<file path="src/rtl/pbus_out_pkg.sv">
package pbus_out_pkg;
  localparam int unsigned BUS_W  = 16;
  localparam int unsigned BYTE_W = 8;

  typedef struct packed {
    logic [BUS_W-1:0] addr;
    logic [BUS_W-1:0] data;
    logic             rnw;
    logic             lo_n;
  } bus_xfer_t;
endpackage

</file>
<file path="src/rtl/pbus_sampler.sv">
module pbus_sampler #(
  parameter int unsigned W = 16
) (
  input  logic         clk,
  input  logic         rst_n,
  input  logic [W-1:0] ad_i,
  input  logic         e_i,
  input  logic         rnw_i,
  input  logic         lo_n_i,
  output logic [W-1:0] ad_s,
  output logic         e_s,
  output logic         rnw_s,
  output logic         lo_n_s,
  output logic         e_fall
);
  logic e_d;
  logic [W-1:0] ad_n;
  logic e_n, rnw_n, lo_n_n;

  always_comb begin
    ad_n   = ad_i;
    e_n    = e_i;
    rnw_n  = rnw_i;
    lo_n_n = lo_n_i;
  end

  always_ff @(posedge clk or negedge rst_n) begin
    if (!rst_n) begin
      ad_s   <= '0;
      e_s    <= 1'b0;
      rnw_s  <= 1'b1;
      lo_n_s <= 1'b1;
      e_d    <= 1'b0;
    end else begin
      ad_s   <= ad_n;
      e_s    <= e_n;
      rnw_s  <= rnw_n;
      lo_n_s <= lo_n_n;
      e_d    <= e_s;
    end
  end

  assign e_fall = e_d & ~e_s;
endmodule

</file>
<file path="src/rtl/pbus_phase_latch.sv">
module pbus_phase_latch
  import pbus_out_pkg::*;
(
  input  logic             clk,
  input  logic             rst_n,
  input  logic [BUS_W-1:0] ad_s,
  input  logic             e_s,
  input  logic             rnw_s,
  input  logic             lo_n_s,
  output bus_xfer_t        xfer
);
  bus_xfer_t xfer_n;
  logic      addr_en, data_en;

  always_comb begin
    addr_en = ~e_s;
    data_en = e_s;
    xfer_n  = xfer;
    if (addr_en) xfer_n.addr = ad_s;
    if (data_en) begin
      xfer_n.data = ad_s;
      xfer_n.rnw  = rnw_s;
      xfer_n.lo_n = lo_n_s;
    end
  end

  always_ff @(posedge clk or negedge rst_n) begin
    if (!rst_n) begin
      xfer.addr <= '0;
      xfer.data <= '0;
      xfer.rnw  <= 1'b1;
      xfer.lo_n <= 1'b1;
    end else begin
      xfer <= xfer_n;
    end
  end

  AST_ADDR_FROZEN_IN_DATA: assert property (@(posedge clk) disable iff (!rst_n)
    (e_s && $past(e_s)) |=> $stable(xfer.addr)) else $error("addr moved in data phase");
endmodule

</file>
<file path="src/rtl/pbus_lane_decode.sv">
module pbus_lane_decode
  import pbus_out_pkg::*;
#(
  parameter logic [BUS_W-1:0] PORT_ADDR = 16'h4000
) (
  input  bus_xfer_t         xfer,
  output logic              wr_hit,
  output logic [BYTE_W-1:0] wr_byte
);
  logic word_match;
  logic lane_on;

  assign word_match = (xfer.addr[BUS_W-1:1] == PORT_ADDR[BUS_W-1:1]);

  generate
    if (PORT_ADDR[0]) begin : g_odd
      assign lane_on = ~xfer.lo_n;
      assign wr_byte = xfer.data[BYTE_W-1:0];
    end else begin : g_even
      assign lane_on = ~xfer.addr[0];
      assign wr_byte = xfer.data[BUS_W-1:BUS_W-BYTE_W];
    end
  endgenerate

  assign wr_hit = word_match & lane_on & ~xfer.rnw;

  always_comb begin
    AST_ILLEGAL_NO_HIT: assert (!(xfer.addr[0] && xfer.lo_n && wr_hit)) else $error("illegal decode hit");
  end
endmodule

</file>
<file path="src/rtl/pbus_out_reg.sv">
module pbus_out_reg #(
  parameter int unsigned W = 8
) (
  input  logic         clk,
  input  logic         rst_n,
  input  logic         commit,
  input  logic         rnw,
  input  logic [W-1:0] d,
  output logic [W-1:0] q
);
  logic [W-1:0] q_n;
  logic         q_en;

  always_comb begin
    q_en = commit;
    q_n  = q_en ? d : q;
  end

  always_ff @(posedge clk or negedge rst_n) begin
    if (!rst_n) q <= '0;
    else        q <= q_n;
  end

  AST_HOLD_WITHOUT_COMMIT: assert property (@(posedge clk) disable iff (!rst_n)
    !commit |=> $stable(q)) else $error("q changed without commit");
  AST_READ_NO_CHANGE: assert property (@(posedge clk) disable iff (!rst_n)
    rnw |=> $stable(q)) else $error("read changed q");
endmodule

</file>
<file path="src/rtl/pbus_out_latch.sv">
module pbus_out_latch
  import pbus_out_pkg::*;
#(
  parameter logic [15:0] PORT_ADDR = 16'h4000
) (
  input  logic        clk,
  input  logic        rst_n,
  input  logic [15:0] ad_i,
  input  logic        e_i,
  input  logic        rnw_i,
  input  logic        lane_lo_n_i,
  output logic [7:0]  q_o
);
  logic [BUS_W-1:0]  ad_s;
  logic              e_s, rnw_s, lo_n_s, e_fall;
  bus_xfer_t         xfer;
  logic              wr_hit;
  logic [BYTE_W-1:0] wr_byte;

  pbus_sampler #(.W(BUS_W)) u_smp (
    .clk(clk), .rst_n(rst_n), .ad_i(ad_i), .e_i(e_i), .rnw_i(rnw_i),
    .lo_n_i(lane_lo_n_i), .ad_s(ad_s), .e_s(e_s), .rnw_s(rnw_s),
    .lo_n_s(lo_n_s), .e_fall(e_fall)
  );

  pbus_phase_latch u_phl (
    .clk(clk), .rst_n(rst_n), .ad_s(ad_s), .e_s(e_s), .rnw_s(rnw_s),
    .lo_n_s(lo_n_s), .xfer(xfer)
  );

  pbus_lane_decode #(.PORT_ADDR(PORT_ADDR)) u_dec (
    .xfer(xfer), .wr_hit(wr_hit), .wr_byte(wr_byte)
  );

  pbus_out_reg #(.W(BYTE_W)) u_reg (
    .clk(clk), .rst_n(rst_n), .commit(e_fall & wr_hit), .rnw(xfer.rnw),
    .d(wr_byte), .q(q_o)
  );

  AST_WORD_MISS_HOLD: assert property (@(posedge clk) disable iff (!rst_n)
    (xfer.addr[15:1] != PORT_ADDR[15:1]) |=> $stable(q_o)) else $error("miss changed q");
endmodule

</file>
<file path="config.mk">
export PLATFORM = sky130hd
export DESIGN_NAME = pbus_out_latch
export DESIGN_NICKNAME = d
export VERILOG_FILES = /design/src/rtl/pbus_out_pkg.sv /design/src/rtl/pbus_sampler.sv /design/src/rtl/pbus_phase_latch.sv /design/src/rtl/pbus_lane_decode.sv /design/src/rtl/pbus_out_reg.sv /design/src/rtl/pbus_out_latch.sv
export SDC_FILE = /design/constraint.sdc
export NUM_CORES = 1
export LEC_CHECK = 0
export ABC_AREA = 1
export BUFFER_PORTS_ARGS = -buffer_cell sky130_fd_sc_hd__buf_4
export CORE_ASPECT_RATIO = 0.8
export CORE_MARGIN = 2
export CORE_UTILIZATION = 54
export DETAILED_ROUTE_END_ITERATION = 16
export PLACE_DENSITY = 0.75
export SYNTH_ARGS = -nofsm -noshare
export SYNTH_HDL_FRONTEND = slang
export SYNTH_HIERARCHICAL = 1
export SYNTH_SLANG_ARGS = --single-unit
</file>
<file path="constraint.sdc">
create_clock -name clk -period 1.6 [get_ports clk]
set_input_delay 0.32 -clock clk [delete_from_list [all_inputs] [get_ports clk]]
set_output_delay 0.32 -clock clk [all_outputs]
set_load 0.02 [all_outputs]
</file>
==> flow_summary_export.csv, run 1 <==
group,metric,value,unit
status,status,"completed",
die,die_w,71.8,um
sta,fmax,723,MHz
critical_path,crit_required,1.79,ns
critical_path,reg2reg_depth,10,
route,first_pass_iters,4,
sta,setup_viol,0,
sta,fin_skew,0.0117,ns
sta,holdWs,0.0339,ns
cts,clk_pin_slew,0.09,ns
final_layout,layout-drive-gt1-share,24.5,%
synth,postSynthCellCount,196,
critical_path,crit_type,"register to register",
final_layout,final_common_cell,"nand2_1",
place,postPlaceCellArea,2090,um2
critical_path,reg2reg_to,"u_reg/q[4]",
critical_path,cp_slowest_stage_delay,0.39,ns
cts,cts_buffers,5,
die,fp.dieArea,4180,um2
place,gp_congestion,0.747,
critical_path,arrival,1.58,ns
critical_path,crit_chain,"inv_1, nand2_1, nor2_1, nand3_1, nor2_1, nand2_1, inv_1, inv_2, nand2_1, nand2_1",
min_path,hold_class,"input pin to asynchronous set/reset pin",
die,initial_utilization,57.1,%
cts,tritoncts,"done",
final_layout,area_delta_synth_final,9.78,%
sta,hold_viol_final,0,
synth,yosys_warnings,6,
final_layout,final_nets,236,
sta,slew_viol_final,0,
die,die_h,58.2,um
cts,htree_levels,2,
synth,syn_area,1980,um2
cts,hold_buffers,0,
synth,syn_nets,217,
place,post-dp-hpwl,1920,um
route,drcViolationCount,0,
critical_path,path_common_cell,"nand2_1",
critical_path,crit_fanout,9,
flow_run,max-cap-violations,0,
sta,period_share,86.5,%
sta,worst_slew_pin_slew,0.611,ns
route,ant_nets,0,
grt,antenna_found_initial,0,
cts,clk_latency,0.30,ns
grt,grt_pass1_wl,5130,um
sta,rsz0062_at_grt,"no",
pwr,powerDensity,1060,nW/um2
critical_path,rrSetupSlack,0.22,ns
final_layout,final_cell_mix,"nand2_1, dfrtp_1, buf_4",
die,ioPinCount,29,
grt,gr-total-overflow,0,
cts,post_cts.repair.setup_buffers,0,
route,drtIter0Drc,49,
critical_path,cp_slowest_cell,"dfrtp_1",
grt,grt_util_all_layers,16.1,%
pwr,max-vdd-ir-drop,675,uV
place,port_buffers,27,
cts,clock-sinks,52,
sta,fin_ws,0.216,ns
place,place_ws,0.207,ns
sta,fin_tns_setup,0,ns
final_layout,design_area,2180,um2
route,wl_per_cell,11.1,um
final_layout,antenna_cells,0,
sta,slew_headroom,59.3,%
route,postRouteWirelength,2860,um
cts,clockBufferDepth,2,
cts,cts_root_buffer,"clkbuf_8",
grt,grt_pass1_vias,1193,
synth,avgSynthCellArea,10.1,um2
route,vias,1183,
pwr,p_leak,1.20,nW
pwr,p_total,0.00232,W
critical_path,cp-start-kind,"register",
grt,grt_max_degree,53,
die,fp.coreArea,3470,um2
sta,period_needed,1.38,ns
die,rows,19,
route,routed_via_density,4.59,
cts,cts-resized-gates,0,
critical_path,end_kind,"register",
critical_path,rr_startpoint,"u_phl/xfer[29]",
flip-flops by register name, summed over array words and instances, names as in the netlist:
register and cells:
u_reg/q 8, u_phl/xfer 25, u_smp/ad_s 16, u_smp/e_d 1
u_smp/rnw_s 1, u_smp/e_s 1
metrics by stage:
step / utilization [%] / std cells
after detailed placement: 60.2 / 250
final: 62.7 / 258
after CTS: 62.7 / 258
after global routing: 62.7 / 258
after global placement: 60.2 / 250
after floorplan: - / 196
report_power, final:
part | leakage [nW] | switching (W) | internal [W]
Clock | 0.0479 | 0.000403 | 0.000305
Combinational | 0.517 | 0.0000958 | 0.0000701
Sequential | 0.635 | 0.0000450 | 0.00140
Total | 1.20 | 0.000544 | 0.00177
worst max-delay path by stage:
stage	start	to	cells after the start
6_report	u_phl/xfer[29]	u_reg/q[4]	10
2_1_floorplan	u_phl/xfer[1]	u_reg/q[0]	11
4_1_cts	u_phl/xfer[29]	u_reg/q[4]	10
5_1_grt	u_phl/xfer[28]	u_reg/q[4]	10
3_5_place_dp	u_phl/xfer[28]	u_reg/q[4]	10
3_3_place_gp	u_phl/xfer[27]	u_reg/q[4]	10
routing by layer:
| metal | vias to the layer above | GRT usage (%) | wire length [um] |
|---|---|---|---|
| met5 | - | 0 | 0 |
| met4 | 0 | 6.47 | 38 |
| met3 | 5 | 4.35 | 149 |
| met2 | 24 | 25.9 | 1270 |
| met1 | 550 | 21.2 | 1400 |
| li1 | 604 | - | - |
critical path, delay by kind of cell (launching register included):
family / cells / cell delay [ns]
buffers and inverters: 3 / 0.39
AND/OR/NAND/NOR: 7 / 0.51
flip-flops: 1 / 0.39
final cells by class:
cell class              instances  area, um2
clock buffers                   5       68.8
well taps                      42       52.6
multi-input cells             115        467
inverters                      13       56.3
fillers                       294       1290
clock inverters                 3       18.8
repair buffers                 28        210
flip-flops and latches         52       1300
No activity file was read; power rests on OpenSTA's default activity.
==> inputs of run 2 (changes only) <==
--- a/config.mk
+++ b/config.mk
@@ -11,8 +11,7 @@
 export CORE_MARGIN = 2
 export CORE_UTILIZATION = 54
 export DETAILED_ROUTE_END_ITERATION = 16
-export PLACE_DENSITY = 0.75
+export PLACE_DENSITY = 0.76
 export SYNTH_ARGS = -nofsm -noshare
 export SYNTH_HDL_FRONTEND = slang
-export SYNTH_HIERARCHICAL = 1
 export SYNTH_SLANG_ARGS = --single-unit
==> flow_summary_export.csv, run 2 <==
group,metric,value,unit
status,status,"completed",
cts,cts_buffers,5,
pwr,max-vdd-ir-drop,788,uV
critical_path,critical_path.endpoint,"u_reg.q[7]",
synth,yosys-top-cells-count,"dfrtp_1, nand2_1, nor2_1",
sta,worst_slew_pin_slew,0.607,ns
final_layout,layout.cells.non_filler,221,
synth,synth_fa_ha_area_share,0,%
sta,slew_viol_final,0,
critical_path,arrival,1.49,ns
cts,clock-sinks,52,
synth,yosys_warnings,0,
synth,yosysTopAreaCell,"dfrtp_1",
final_layout,final_cell_mix,"dfrtp_1, buf_4, nand2_1",
synth,ys_seq_area_share,70.2,%
die,ioPinCount,29,
place,gp_congestion,0.764,
synth,async_flop_share,100,%
critical_path,rr_startpoint,"u_smp.e_s",
sta,hold_viol_final,0,
critical_path,cp-start-kind,"register",
final_layout,largest_reg_flops,25,
cts,htree_levels,2,
final_layout,largestRegisters,"u_phl.xfer x25, u_smp.ad_s x16, u_reg.q x8",
synth,synth_top_family_by_area,"simple AND/OR/NAND/NOR gates",
critical_path,rrSetupSlack,0.30,ns
synth,synth_seq_cells,52,
synth,synthMuxAreaShare,4.85,%
route,wl_per_cell,12.1,um
die,fp.coreArea,3350,um2
pwr,p_leak,1.10,nW
route,ant_nets,0,
synth,postSynthCellCount,147,
grt,grt_util_all_layers,15.8,%
synth,yosysMostFrequentCell,"dfrtp_1",
cts,cts-resized-gates,0,
synth,synth_area_leaders,"dfrtp_1, nand2_1, mux2_2",
sta,period_needed,1.30,ns
pwr,p_total,0.00237,W
place,port_buffers,27,
place,place_inst,214,
route,vias,1082,
synth,avgSynthCellArea,12.6,um2
cts,clk_pin_slew,0.08,ns
cts,clk_latency,0.30,ns
place,postPlaceCellArea,2100,um2
die,initial_utilization,55.4,%
flow_run,max-cap-violations,0,
final_layout,fillers,235,
synth,syn_area,1860,um2
sta,period_share,81.5,%
route,postRouteWirelength,2680,um
final_layout,layout-drive-gt1-share,30.2,%
final_layout,design_area,2200,um2
critical_path,crit_type,"register to register",
grt,gr-total-overflow,0,
route,first_pass_iters,4,
grt,antenna_found_initial,0,
synth,synth_cell_type_count,19,
die,die_w,69.6,um
cts,clockBufferDepth,2,
cts,cts_root_buffer,"clkbuf_8",
sta,rsz0062_at_grt,"no",
critical_path,end_kind,"register",
critical_path,reg2reg_depth,6,
synth,synth_compound_area_share,4.58,%
final_layout,final_nets,200,
synth,ys.flop_type,"dfrtp_1",
synth,synthSimpleGateAreaFrac,16.5,%
min_path,hold_class,"input pin to asynchronous set/reset pin",
synth,synth.top_cell.area_share,67.4,%
grt,grt_max_degree,53,
sta,setup_viol,0,
final_layout,final_common_cell,"dfrtp_1",
die,rows,19,
die,die_h,56.4,um
synth,synth_xor_area_share,0,%
cts,post_cts.repair.setup_buffers,0,
synth,syn_nets,168,
place,post-dp-hpwl,1940,um
route,routed_via_density,4.90,
critical_path,reg2reg_to,"u_reg.q[7]",
route,drtIter0Drc,79,
final_layout,regMostFlops,"u_phl.xfer",
die,fp.dieArea,3930,um2
grt,grt_pass1_vias,1076,
cts,tritoncts,"done",
critical_path,crit_fanout,9,
sta,fin_skew,0.00706,ns
sta,slew_headroom,59.6,%
route,drcViolationCount,0,
sta,fmax,767,MHz
cts,hold_buffers,0,
final_layout,antenna_cells,0,
critical_path,crit_required,1.79,ns
synth,synth_edf_count,0,
final_layout,area_delta_synth_final,18.3,%
grt,grt_pass1_wl,4660,um
pwr,powerDensity,1080,nW/um2
sta,fin_tns_setup,0,ns
critical_path,startpoint,"u_smp.e_s",
[run 2: cells by family (layout without fill, tap and decap cells)]
kind of cell	count (synthesis)	after routing
simple gates	55	55
compound gates	17	17
mux	8	8
buf+inv	15	47
flops	52	52
[run 2: stage by stage]
stage               utilization (%)  setup WS, ns  hold slack [ns]
detailed placement             62.7         0.293            0.375
CTS                            65.5         0.282           0.0557
global placement               62.7         0.340            0.359
global route                   65.5         0.205           0.0839
floorplan                         -         0.474           0.0244
finish                         65.5         0.297           0.0359
[run 2: worst min path at each step]
stage,startpoint,end,cells past startpoint
after floorplan,rst_n,u_phl.xfer[10],0
after global placement,rst_n,u_smp.ad_s[4],1
after detailed placement,rst_n,u_smp.ad_s[4],1
after CTS,rst_n,u_phl.xfer[26],1
after global routing,rst_n,u_smp.ad_s[14],1
final,rst_n,u_smp.ad_s[3],1
[run 2: area by class of cell]
cell class | count | area (um2) | area share, %
clock buffer | 7 | 96.3 | 4.38
inverter | 10 | 37.5 | 1.71
multi-input combinational | 80 | 482 | 21.9
sequential | 52 | 1300 | 59.3
tap | 42 | 52.6 | 2.39
timing repair buffer | 30 | 225 | 10.3
[run 2: worst max-delay path, cell delays in order (launching register included)]
cell and delay (ns):
dfrtp_1 0.53, nor2_8 0.16, nand2_4 0.08, nor2_8 0.15, nand3_4 0.13, nand2_1 0.09, nand2_1 0.06
[run 2: metal layers]
layer,global-route usage [%],share of wire (%),up-vias
li1,-,-,534
met1,19.7,44,518
met2,25.3,49,25
met3,6.46,5.9,5
met4,5.88,1.6,0
met5,0,0,-
[run 2: where the power goes]
group	internal (W)	switching [W]
sequential	0.00140	0.0000493
clock	0.000385	0.000370
combinational	0.0000808	0.0000877
==> inputs of run 3 (changes only) <==
--- a/config.mk
+++ b/config.mk
@@ -9,9 +9,9 @@
 export BUFFER_PORTS_ARGS = -buffer_cell sky130_fd_sc_hd__buf_4
 export CORE_ASPECT_RATIO = 0.8
 export CORE_MARGIN = 2
-export CORE_UTILIZATION = 54
+export CORE_UTILIZATION = 49
 export DETAILED_ROUTE_END_ITERATION = 16
-export PLACE_DENSITY = 0.76
+export PLACE_DENSITY = 0.73
 export SYNTH_ARGS = -nofsm -noshare
 export SYNTH_HDL_FRONTEND = slang
 export SYNTH_SLANG_ARGS = --single-unit
==> constraint.sdc (replaced) <==
create_clock -name clk -period 1.16 [get_ports clk]
set_input_delay 0.232 -clock clk [delete_from_list [all_inputs] [get_ports clk]]
set_output_delay 0.232 -clock clk [all_outputs]
set_load 0.02 [all_outputs]
==> flow_summary_export.csv, run 3 (same netlist as run 2, synthesis figures left out) <==
group,metric,value,unit
die,ioPinCount,29,
cts,clk_pin_slew,0.08,ns
sta,period_needed,1.15,ns
sta,fmax,866,MHz
route,postRouteWirelength,3020,um
final_layout,final_cell_mix,"dfrtp_1, buf_4, nand2_1",
final_layout,area_delta_synth_final,25.7,%
cts,clockBufferDepth,2,
cts,clk_latency,0.30,ns
final_layout,regMostFlops,"u_phl.xfer",
route,wl_met2,1500,um
sta,slew_headroom,81.4,%
route,drt-met1-wl,1300,um
cts,htree_levels,2,
route,ant_nets,0,
pwr,powerDensity,1480,nW/um2
route,first_pass_iters,4,
place,port_buffers,27,
route,drtIter0Drc,45,
final_layout,largestRegisters,"u_phl.xfer x25, u_smp.ad_s x16, u_reg.q x8",
final_layout,design_area,2330,um2
place,post-dp-hpwl,2190,um
die,fp.dieArea,4300,um2
cts,cts_root_buffer,"clkbuf_8",
route,met3WireLength,160,um
sta,fin_tns_setup,0,ns
place,gp_congestion,0.790,
final_layout,final_nets,211,
critical_path,crit_fanout,8,
die,die_h,59.1,um
pwr,max-vdd-ir-drop,1010,uV
sta,slew_viol_final,0,
sta,hold_viol_final,0,
final_layout,antenna_cells,0,
route,routed_via_density,4.95,
final_layout,final_common_cell,"dfrtp_1",
grt,antenna_found_initial,0,
critical_path,arrival,1.35,ns
grt,gr-total-overflow,0,
status,status,"completed",
die,rows,19,
cts,tritoncts,"done",
final_layout,utilization,66.4,%
final_layout,layout-drive-gt1-share,35.6,%
grt,grt_pass1_wl,5310,um
sta,fin_skew,0.00395,ns
min_path,hold_class,"input pin to register",
cts,clock-sinks,52,
sta,setup_viol,0,
critical_path,end_kind,"register",
critical_path,crit_type,"register to register",
die,initial_utilization,52.8,%
route,vias,1154,
die,fp.coreArea,3520,um2
place,postPlaceCellArea,2180,um2
critical_path,cp-start-kind,"register",
flow_run,max-cap-violations,0,
grt,grt_util_all_layers,16.8,%
die,die_w,72.8,um
cts,cts_buffers,5,
final_layout,largest_reg_flops,25,
route,wl_per_cell,13.0,um
sta,rsz0062_at_grt,"yes",
grt,grt_pass1_vias,1216,
grt,grt_max_degree,53,
route,highest-signal-layer,"met4",
critical_path,crit_required,1.36,ns
pwr,p_leak,1.17,nW
route,drcViolationCount,0,
sta,period_share,99.6,%
sta,worst_slew_pin_slew,0.279,ns
-- run 3: cell types whose count changed in the layout (fill, tap and decap cells not counted), sizes merged --
cell         before  now
buf              30   40
bufinv            0    1
clkbuf            7    6
clkinv            0    1
dlygate4sd3       0    1
-- run 3: repair_timing --
item,CTS,global route
endpoints found under the setup margin,13,11
endpoints found under the hold margin,50,0
resized for setup,5,1
hold buffers,1,0
setup buffers,1,2
pin swaps,1,4
-- run 3: worst max-delay path: stages (launching register included) --
cell and delay, ns:
dfrtp_1 0.40, nor2_2 0.18, nand2_4 0.08, nor2_8 0.12, nand3_4 0.12, nand2_1 0.09, nand2_1 0.05
-- run 3: stage by stage --
stage	power, W	hold WS, ns	worst slack, ns	instances
after floorplan	0.00215	-0.0636	0.0340	147
after global placement	0.00228	0.219	-0.0273	221
after detailed placement	0.00230	0.228	-0.0550	221
after CTS	0.00348	0.0250	-0.00397	231
after global routing	0.00363	0.00630	-0.108	233
final	0.00346	0.0307	0.00512	233
-- run 3: final timing paths --
| kind | from | cells past startpoint | slack (ns) | to |
|---|---|---|---|---|
| worst min register to register | u_smp.rnw_s | 2 | 0.46 | u_phl.xfer[1] |
| worst max-delay path | u_phl.xfer[26] | 6 | 0.005 | u_reg.q[4] |
| worst max register to register | u_phl.xfer[26] | 6 | 0.005 | u_reg.q[4] |
| max in group asynchronous | rst_n | 3 | 0.45 | u_phl.xfer[1] |
| min in group asynchronous | rst_n | 3 | 0.43 | u_smp.ad_s[4] |
| worst min-delay path | ad_i[4] | 1 | 0.03 | u_smp.ad_s[4] |
-- run 3: routing by layer --
layer	vias to the layer above	global-route usage, %
met1	551	19.6
li1	565	-
met4	0	6.35
met3	7	5.78
met5	-	0
met2	31	29.1
-- run 3: final cells by class --
type / count / area [um2]
flip-flops and latches: 52 / 1310
fillers: 283 / 1180
multi-input cells: 80 / 489
repair buffers: 41 / 343
clock buffers: 6 / 72.6
well taps: 42 / 52.6
inverters: 10 / 37.5
clock inverters: 2 / 35.0
-- run 3: report_power, final --
group	total (W)	switching [W]	internal, W	leakage [nW]
registers	0.00200	0.0000709	0.00193	0.622
clock network	0.00118	0.000538	0.000640	0.0552
logic	0.000277	0.000135	0.000142	0.490
